File: src/rtl/opp_pkg.sv
package opp_pkg;
  localparam int unsigned N_CLS       = 3;
  localparam int unsigned N_CLUS      = 2;
  localparam int unsigned FLAG_STRIDE = 4;
  localparam int unsigned STAT_W      = N_CLS * FLAG_STRIDE;
  localparam int unsigned DATA_W      = 32;

  localparam logic [1:0] CLS_A   = 2'd0;
  localparam logic [1:0] CLS_B   = 2'd1;
  localparam logic [1:0] CLS_CFG = 2'd2;

  // word indices of the register map
  localparam int unsigned REG_LVL_A = 0;
  localparam int unsigned REG_LVL_B = 1;
  localparam int unsigned REG_CMD   = 2;
  localparam int unsigned REG_RDATA = 3;
  localparam int unsigned REG_STAT  = 4;

  // command word fields
  localparam int unsigned START_BIT = 31;
  localparam int unsigned FUNC_LO   = 20;
  localparam int unsigned FUNC_W    = 4;
  localparam int unsigned FUNC_HI   = FUNC_LO + FUNC_W - 1;
  localparam logic [FUNC_W-1:0] CFG_FUNC = 4'd6;
endpackage

File: src/rtl/opp_rst_sync.sv
module opp_rst_sync (
  input  logic clk,
  input  logic rst_n,
  output logic rst_sn
);
  logic [1:0] sync_q;

  always_ff @(posedge clk or negedge rst_n) begin
    if (!rst_n) sync_q <= 2'b00;
    else        sync_q <= {sync_q[0], 1'b1};
  end

  assign rst_sn = sync_q[1];
endmodule

File: src/rtl/opp_decode.sv
module opp_decode
  import opp_pkg::*;
#(
  parameter int unsigned ADDR_W = 5,
  parameter int unsigned LVL_N  = 8,
  parameter int unsigned OFS_W  = 12
) (
  input  logic              bus_sel,
  input  logic              bus_wr,
  input  logic [ADDR_W-1:0] bus_addr,
  input  logic [DATA_W-1:0] bus_wdata,
  output logic              rd_en,
  output logic [ADDR_W-3:0] rd_word,
  output logic              rd_stat,
  output logic              req_vld,
  output logic [1:0]        req_cls,
  output logic              req_bad,
  output logic [OFS_W-1:0]  req_arg
);
  localparam int unsigned WORD_W = ADDR_W - 2;

  logic              hit;
  logic [WORD_W-1:0] word;

  assign hit     = bus_sel && (bus_addr[1:0] == 2'b00);
  assign word    = bus_addr[ADDR_W-1:2];
  assign rd_en   = hit && !bus_wr;
  assign rd_word = word;
  assign rd_stat = rd_en && (word == WORD_W'(REG_STAT));

  always_comb begin
    req_vld = 1'b0;
    req_cls = CLS_A;
    req_bad = 1'b0;
    req_arg = bus_wdata[OFS_W-1:0];
    if (hit && bus_wr) begin
      if (word == WORD_W'(REG_LVL_A) || word == WORD_W'(REG_LVL_B)) begin
        req_vld = 1'b1;
        req_cls = (word == WORD_W'(REG_LVL_A)) ? CLS_A : CLS_B;
        req_bad = (bus_wdata >= DATA_W'(LVL_N));
      end else if (word == WORD_W'(REG_CMD) && bus_wdata[START_BIT]) begin
        req_vld = 1'b1;
        req_cls = CLS_CFG;
        req_bad = (bus_wdata[FUNC_HI:FUNC_LO] != CFG_FUNC);
      end
    end
  end
endmodule

File: src/rtl/opp_backend.sv
module opp_backend
  import opp_pkg::*;
#(
  parameter int unsigned OFS_W    = 12,
  parameter int unsigned TBL_N    = 8,
  parameter int unsigned BASE_A   = 64,
  parameter int unsigned BASE_B   = 72,
  parameter int unsigned F_BASE_A = 300000,
  parameter int unsigned F_BASE_B = 200000,
  parameter int unsigned F_STEP   = 50000,
  parameter int unsigned FREQ_W   = 20
) (
  input  logic [OFS_W-1:0]  ofs,
  output logic              hit,
  output logic [DATA_W-1:0] data
);
  logic [N_CLUS-1:0] c_hit;
  logic [FREQ_W-1:0] c_val [N_CLUS];

  for (genvar c = 0; c < N_CLUS; c++) begin : g_tbl
    localparam int unsigned TB = (c == 0) ? BASE_A : BASE_B;
    localparam int unsigned FB = (c == 0) ? F_BASE_A : F_BASE_B;
    logic [31:0] rel;
    assign rel      = 32'(ofs) - TB;
    assign c_hit[c] = (rel < TBL_N);
    assign c_val[c] = FREQ_W'(FB) + FREQ_W'(F_STEP) * rel[FREQ_W-1:0];
  end

  assign hit  = |c_hit;
  assign data = c_hit[0] ? DATA_W'(c_val[0]) : DATA_W'(c_val[1]);
endmodule

File: src/rtl/opp_seq.sv
module opp_seq
  import opp_pkg::*;
#(
  parameter int unsigned LAT   = 20,
  parameter int unsigned LVL_W = 3,
  parameter int unsigned OFS_W = 12
) (
  input  logic              clk,
  input  logic              rst_n,
  input  logic              req_vld,
  input  logic [1:0]        req_cls,
  input  logic              req_bad,
  input  logic [OFS_W-1:0]  req_arg,
  input  logic              rd_stat,
  input  logic              be_hit,
  input  logic [DATA_W-1:0] be_data,
  output logic              busy,
  output logic              fin,
  output logic [OFS_W-1:0]  be_ofs,
  output logic [STAT_W-1:0] status,
  output logic [LVL_W-1:0]  lvl_a,
  output logic [LVL_W-1:0]  lvl_b,
  output logic [DATA_W-1:0] rd_val
);
  localparam int unsigned CNT_W = $clog2(LAT + 1);

  logic              busy_q, busy_d;
  logic [CNT_W-1:0]  cnt_q, cnt_d;
  logic [1:0]        cls_q;
  logic [OFS_W-1:0]  arg_q;
  logic [STAT_W-1:0] status_q, status_d, set;
  logic [DATA_W-1:0] rdata_q;
  logic [LVL_W-1:0]  lvl_q [N_CLUS];
  logic [N_CLUS-1:0] lvl_en;
  logic              acc_en, rd_upd;

  always_comb begin
    fin    = busy_q && (cnt_q == '0);
    set    = '0;
    busy_d = busy_q;
    cnt_d  = cnt_q;
    acc_en = 1'b0;
    rd_upd = 1'b0;
    lvl_en = '0;
    if (busy_q && !fin) cnt_d = cnt_q - 1'b1;
    if (fin) begin
      busy_d = 1'b0;
      if (cls_q == CLS_CFG) begin
        if (be_hit) begin
          rd_upd = 1'b1;
          set[FLAG_STRIDE*2] = 1'b1;
        end else begin
          set[FLAG_STRIDE*2+1] = 1'b1;
        end
      end else begin
        for (int c = 0; c < N_CLUS; c++) begin
          if (cls_q == 2'(c)) begin
            lvl_en[c] = 1'b1;
            set[FLAG_STRIDE*c] = 1'b1;
          end
        end
      end
    end
    if (req_vld) begin
      if (req_bad || (busy_q && !fin)) begin
        for (int t = 0; t < N_CLS; t++)
          if (req_cls == 2'(t)) set[FLAG_STRIDE*t+1] = 1'b1;
      end else begin
        busy_d = 1'b1;
        cnt_d  = CNT_W'(LAT - 1);
        acc_en = 1'b1;
      end
    end
    status_d = (rd_stat ? '0 : status_q) | set;
  end

  always_ff @(posedge clk or negedge rst_n) begin
    if (!rst_n) begin
      busy_q   <= 1'b0;
      cnt_q    <= '0;
      cls_q    <= CLS_A;
      arg_q    <= '0;
      status_q <= '0;
      rdata_q  <= '0;
    end else begin
      busy_q   <= busy_d;
      cnt_q    <= cnt_d;
      status_q <= status_d;
      if (acc_en) begin
        cls_q <= req_cls;
        arg_q <= req_arg;
      end
      if (rd_upd) rdata_q <= be_data;
    end
  end

  for (genvar c = 0; c < N_CLUS; c++) begin : g_lvl
    always_ff @(posedge clk or negedge rst_n) begin
      if (!rst_n)         lvl_q[c] <= '0;
      else if (lvl_en[c]) lvl_q[c] <= arg_q[LVL_W-1:0];
    end
  end

  assign busy   = busy_q;
  assign be_ofs = arg_q;
  assign status = status_q;
  assign lvl_a  = lvl_q[0];
  assign lvl_b  = lvl_q[1];
  assign rd_val = rdata_q;
endmodule

File: src/rtl/opp_req_ctrl.sv
module opp_req_ctrl
  import opp_pkg::*;
#(
  parameter int unsigned ADDR_W   = 5,
  parameter int unsigned LAT      = 20,
  parameter int unsigned LVL_N    = 8,
  parameter int unsigned OFS_W    = 12,
  parameter int unsigned TBL_N    = 8,
  parameter int unsigned BASE_A   = 64,
  parameter int unsigned BASE_B   = 72,
  parameter int unsigned F_BASE_A = 300000,
  parameter int unsigned F_BASE_B = 200000,
  parameter int unsigned F_STEP   = 50000,
  parameter int unsigned FREQ_W   = 20
) (
  input  logic              clk,
  input  logic              rst_n,
  input  logic              bus_sel,
  input  logic              bus_wr,
  input  logic [ADDR_W-1:0] bus_addr,
  input  logic [31:0]       bus_wdata,
  output logic [31:0]       bus_rdata,
  output logic              irq
);
  localparam int unsigned LVL_W  = $clog2(LVL_N);
  localparam int unsigned WORD_W = ADDR_W - 2;

  logic              rst_sn;
  logic              rd_en, rd_stat;
  logic [WORD_W-1:0] rd_word;
  logic              req_vld, req_bad;
  logic [1:0]        req_cls;
  logic [OFS_W-1:0]  req_arg, be_ofs;
  logic              be_hit, busy, fin;
  logic [DATA_W-1:0] be_data, rd_val;
  logic [STAT_W-1:0] status;
  logic [LVL_W-1:0]  lvl_a, lvl_b;

  opp_rst_sync u_rst (.clk(clk), .rst_n(rst_n), .rst_sn(rst_sn));

  opp_decode #(.ADDR_W(ADDR_W), .LVL_N(LVL_N), .OFS_W(OFS_W)) u_dec (
    .bus_sel(bus_sel), .bus_wr(bus_wr), .bus_addr(bus_addr), .bus_wdata(bus_wdata),
    .rd_en(rd_en), .rd_word(rd_word), .rd_stat(rd_stat),
    .req_vld(req_vld), .req_cls(req_cls), .req_bad(req_bad), .req_arg(req_arg)
  );

  opp_seq #(.LAT(LAT), .LVL_W(LVL_W), .OFS_W(OFS_W)) u_seq (
    .clk(clk), .rst_n(rst_sn),
    .req_vld(req_vld), .req_cls(req_cls), .req_bad(req_bad), .req_arg(req_arg),
    .rd_stat(rd_stat), .be_hit(be_hit), .be_data(be_data),
    .busy(busy), .fin(fin), .be_ofs(be_ofs), .status(status),
    .lvl_a(lvl_a), .lvl_b(lvl_b), .rd_val(rd_val)
  );

  opp_backend #(
    .OFS_W(OFS_W), .TBL_N(TBL_N), .BASE_A(BASE_A), .BASE_B(BASE_B),
    .F_BASE_A(F_BASE_A), .F_BASE_B(F_BASE_B), .F_STEP(F_STEP), .FREQ_W(FREQ_W)
  ) u_be (.ofs(be_ofs), .hit(be_hit), .data(be_data));

  always_comb begin
    bus_rdata = '0;
    if (rd_en) begin
      if      (rd_word == WORD_W'(REG_LVL_A)) bus_rdata = 32'(lvl_a);
      else if (rd_word == WORD_W'(REG_LVL_B)) bus_rdata = 32'(lvl_b);
      else if (rd_word == WORD_W'(REG_RDATA)) bus_rdata = rd_val;
      else if (rd_word == WORD_W'(REG_STAT))  bus_rdata = 32'(status);
    end
  end

  assign irq = |status;
endmodule

File: config.mk
export PLATFORM = sky130hd
export DESIGN_NAME = opp_req_ctrl
export DESIGN_NICKNAME = d
export VERILOG_FILES = /design/src/rtl/opp_pkg.sv /design/src/rtl/opp_rst_sync.sv /design/src/rtl/opp_decode.sv /design/src/rtl/opp_backend.sv /design/src/rtl/opp_seq.sv /design/src/rtl/opp_req_ctrl.sv
export SDC_FILE = /design/constraint.sdc
export NUM_CORES = 1
export LEC_CHECK = 0
export ABC_AREA = 0
export BUFFER_PORTS_ARGS = -buffer_cell sky130_fd_sc_hd__buf_2
export CORE_MARGIN = 3
export CORE_UTILIZATION = 35
export CTS_BUF_LIST = sky130_fd_sc_hd__clkbuf_4 sky130_fd_sc_hd__clkbuf_8
export CTS_CLUSTER_DIAMETER = 200
export DETAILED_ROUTE_END_ITERATION = 16
export GPL_TIMING_DRIVEN = 1
export PLACE_DENSITY = 0.58
export SYNTH_ARGS = -nofsm -noshare
export SYNTH_HDL_FRONTEND = slang
export SYNTH_HIERARCHICAL = 1
export SYNTH_SLANG_ARGS = --single-unit
File: constraint.sdc
create_clock -name clk -period 3.9 [get_ports clk]
set_clock_uncertainty 0.15 [all_clocks]
set_input_delay 0.39 -clock clk [delete_from_list [all_inputs] [get_ports clk]]
set_output_delay 0.39 -clock clk [all_outputs]
set_load 0.01 [all_outputs]
## After elaboration in Yosys (flattened, before gate mapping)

Index checks and enable logic that the tools add are counted.

- $add $sub $neg: 5
- Multipliers: 2
- Divide/modulo/power cells: 0
- Magnitude comparators: 3
- Equality and inequality tests: 9
- Shift-type cells: 0
- Mux-type cells: 48
- Bitwise gates (word level): 1
- Reduce and logical (&&, ||, !) cells: 18

Operators by type and width:

| kind | number |
|---|---|
| $mux 32 | 4 |
| $lt 32x4->1 const B | 2 |
| $mul 12x20->16 const A | 2 |
| $ge 32x4->1 const B | 1 |
| $mux 1 | 31 |
| $sub 12x7->13 const B | 2 |
| $mux 12 | 2 |
| $add 18x20->20 const A | 1 |
| $add 19x20->20 const A | 1 |
| $mux 20 | 1 |
| $mux 5 | 3 |
| $mux 2 | 7 |
| $or 12x10->12 | 1 |
| $reduce_or 12->1 | 1 |
| $logic_and 1x1->1 | 7 |
| $eq 3x2->1 const B | 2 |
| $logic_not 2->1 | 3 |
| $logic_not 5->1 | 1 |
| $sub 5x1->5 const B | 1 |
| $eq 2x1->1 const B | 2 |
| $eq 2x2->1 const B | 2 |
| $ne 4x3->1 const B | 1 |
| $eq 3x1->1 const B | 1 |
| $eq 3x3->1 const B | 1 |
| other kinds (4) | 6 |

- Flip-flop bits (word level): 72
- Bits in latches: 0
- Bits in writable memories: 0
- Memory bits (read-only): 0
- Memories kept: 0

## Depth between registers and ports, before layout

- Depth after elaboration: 10
- Gate-level depth with buffers: 25
- Mapped depth without buffers: 25

## By module

Netlist, hierarchy kept.

Modules (own cells, without submodules):

| module | instances | cells an instance | area each (um^2) | sequential area each (um^2) |
|---|---|---|---|---|
| opp_backend | 1 | 568 | 4695.8 | 0.0 |
| opp_seq | 1 | 180 | 2646.3 | 1601.5 |
| opp_req_ctrl | 1 | 68 | 459.2 | 0.0 |
| opp_decode | 1 | 39 | 267.8 | 0.0 |
| opp_rst_sync | 1 | 3 | 53.8 | 50.0 |

## Worst setup path before layout

No wires, ideal clock.

- Path type: register to register
- Start: reg u_seq.arg_q[5] (netlist: u_seq/be_ofs[5])
- End: reg u_seq.rdata_q[19] (netlist: u_seq/rd_val[19])
- Arrival time: 5.376 ns
- Data required time: 3.625 ns
- Setup slack: -1.751 ns
- Stages on the path, launching flop included: 26
- Path buffers: 0
- Cells stage by stage: dfrtp_1 inv_1 ha_1 a21boi_0 nand2b_1 and2_1 xnor2_1 inv_1 ha_1 inv_1 fa_1 inv_1 ha_1 inv_1 fa_1 inv_1 ha_1 and2_4 a221oi_2 xnor2_1 nand3_1 nor3_1 o31ai_2 xnor2_1 mux2i_1 mux2_2

- Elaborated cells between the ends (all ways): 13
- Classes of those cells: add/sub: 4; mul: 2; order compare: 2; mux: 4; reduce/logical: 1

RTL lines:

| item | line | text |
|---|---|---|
| start: declaration | opp_seq.sv:30 | `logic [OFS_W-1:0] arg_q;` |
| start signal: assignment | opp_seq.sv:91 | `arg_q <= req_arg;` |
| $sub 12x7->13 | opp_backend.sv:24 | `assign rel = 32'(ofs) - TB;` |
| $mul 12x20->16 | opp_backend.sv:26 | `assign c_val[c] = FREQ_W'(FB) + FREQ_W'(F_STEP) * rel[FREQ_W-1:0];` |
| $add 18x20->20 / $add 19x20->20 (equally long branches) | opp_backend.sv:26 |  |
| $mux 20 (*) | opp_backend.sv:30 | `assign data = c_hit[0] ? DATA_W'(c_val[0]) : DATA_W'(c_val[1]);` |
| via be_data[19] | opp_req_ctrl.sv:35 | `logic [DATA_W-1:0] be_data, rd_val;` |
| end signal: assignment | opp_seq.sv:93 | `if (rd_upd) rdata_q <= be_data;` |
| end: declaration | opp_seq.sv:32 | `logic [DATA_W-1:0] rdata_q;` |

The timed path passes the listed nets; every way through them passes the cells marked *.
A chain may end at the register's enable or synchronous reset.

## Worst setup path after layout

Same ends and word-level chain as after synthesis.

==> reports/qor.yml <==
drt:
  drt-pass1-iter-count: 4
  routed_via_density: 4.62
  drc: 0
  drt-wirelength-per-cell_um: 13.9
  finalWirelength_um: 18400
  vias: 6124
  ant_nets: 0
  drt_iter0_markers: 215
grt:
  antenna_found_initial: 0
  grt_pass1_wl_um: 30500
  grt_max_degree: 39
  grt_overflow: 0
  grt_use_total_pct: 15.0
  grt_pass1_vias: 6131
clock_tree:
  cts-buffers-inserted: 9
  cts_tree: "built"
  h-tree-depth: 3
  clk_latency_ns: 0.33
  path_clk_slew_ns: 0.07
  clock_path_buffers: 2
  cts_root_buf: "clkbuf_8"
  cts_num_sinks: 66
floorplan:
  die_w_um: 158
  io_pins: 74
  die_y_um: 158
  die_area_um2: 25100
  core_area_um2: 22700
  start_util_pct: 35.8
  rows: 55
sta:
  worstMarginPinSlew_ns: 0.908
  setup_viol: 10
  hold_violations: 0
  maxSlewViolCount: 0
  rsz0062_at_grt: "true"
  layout_setup_ws_ns: -1.33
  slew_headroom_pct: 39.5
  fin_crit_ns: 5.23
  fmax_mhz: 191
  timing.final.crit_share_pct: 134
hold_path:
  hold_class: "in2reg"
setup_path:
  critical_path_class: "reg2reg"
  worstPathArrival_ns: 5.30
  crit_path_end_kind: "flop"
  cp-start-kind: "flop"
  critPathMaxFanout: 4
  worstPathRequired_ns: 3.97
final_layout:
  final_util_pct: 46.1
  fin_nets: 1248
  syn_to_final_growth_pct: 29.0
  num_antenna_cells: 0
  layout.cells.non_filler: 1326
  nFillCells: 2182
  layout-drive-gt1-share_pct: 37.0
outcome:
  violations: "negative setup slack"
  status: "finished with violations"
logic_synthesis:
  synth_area_um2: 8120
  syn_area_per_cell_um2: 9.47
  yosys_warnings: 6
  post_synth_inst_count: 857
placement:
  hpwl_um: 15400
  port_buffers: 73
  place_inst: 1299
  gp_congestion: 0.863
flow_run:
  cap_violations: 0
==> final timing paths <==
path	startpoint	endpoint	slack, ns	depth (start not counted)
worst max register to register	u_seq/be_ofs[5]	u_seq/rd_val[19]	-1.33	26
worst min register to register	u_rst/sync_q[0]	u_rst/sync_q[1]	0.21	0
worst min-delay path	bus_wdata[6]	u_seq/be_ofs[6]	0.15	2
min in group asynchronous	rst_n	u_rst/sync_q[0]	0.22	2
worst max-delay path	u_seq/be_ofs[5]	u_seq/rd_val[19]	-1.33	26
max in group asynchronous	u_rst/sync_q[1]	u_seq/rd_val[12]	2.49	1
==> worst max-delay path, cell delays in order (launching register included) <==
cell and delay (ns):
dfrtp_2 0.43, inv_4 0.09, ha_4 0.13, a21boi_4 0.17, nand2b_4 0.16, and2_4 0.17
xnor2_4 0.12, inv_2 0.07, ha_4 0.27, inv_2 0.03, fa_1 0.49, inv_2 0.05
ha_4 0.25, inv_2 0.03, fa_1 0.51, inv_2 0.05, ha_4 0.21, and2_4 0.15
a221oi_4 0.30, buf_6 0.16, o21bai_2 0.06, a21oi_2 0.18, xnor2_2 0.13, o31ai_2 0.26
xnor2_1 0.15, mux2i_1 0.09, mux2_2 0.26
==> area by class of cell <==
type	instances	area, um2	share of cell area [%]
Clock buffer	10	138	1.31
Clock inverter	5	55.1	0.526
Inverter	166	628	6.00
Multi-Input combinational cell	591	6250	59.7
Sequential cell	66	1660	15.8
Tap cell	285	357	3.41
Timing Repair Buffer	203	1380	13.2
==> what timing repair did <==
item	4_1_cts	5_1_grt
pin swaps	21	34
setup buffers	4	7
endpoints found under the hold margin	2	0
hold buffers	1	0
endpoints found under the setup margin	10	11
gates resized for setup	29	49
==> per-stage QoR <==
step	TNS (ns)	setup slack (ns)	hold WS, ns	cell area (um2)
2_1_floorplan	-8.17	-1.24	-0.0556	8550
3_3_place_gp	-9.69	-1.33	0.0253	9760
3_5_place_dp	-10.12	-1.37	0.0287	9760
4_1_cts	-9.87	-1.31	0.133	10100
5_1_grt	-11.73	-1.57	0.138	10500
6_report	-9.68	-1.33	0.152	10500
==> cell usage in the layout, fill, tap and decap left out, types with 16 or more instances in the layout <==
| cell type | n |
|---|---|
| ha_1 | 102 |
| inv_1 | 148 |
| mux2_2 | 35 |
| buf_2 | 73 |
| buf_4 | 119 |
| nor2_1 | 22 |
| fa_1 | 46 |
| inv_2 | 16 |
| conb_1 | 23 |
| ha_4 | 18 |
| mux2_4 | 17 |
| dfrtp_1 | 61 |
| nand2_1 | 30 |
| and3_1 | 27 |
| xor2_1 | 18 |
| xnor2_1 | 34 |
==> registers in the layout, indices dropped and copies added, names as in the netlist <==
signal        cells
u_rst/sync_q      2
u_seq/be_ofs     12
u_seq/busy        1
u_seq/cls_q       2
u_seq/cnt_q       5
u_seq/lvl_a       3
u_seq/lvl_b       3
u_seq/rd_val     32
u_seq/status      6
==> per-layer routing <==
| layer | up-vias | GRT usage (%) | routed length, um |
|---|---|---|---|
| li1 | 3130 | - | - |
| met1 | 2922 | 22.3 | 9330 |
| met2 | 64 | 24.4 | 8650 |
| met3 | 8 | 1.69 | 331 |
| met4 | 0 | 2.01 | 74 |
| met5 | - | 0 | 0 |
Power is left out: the tool's default activity adds up to more than one toggle a clock period on the data nets, which glitch-free logic cannot reach.
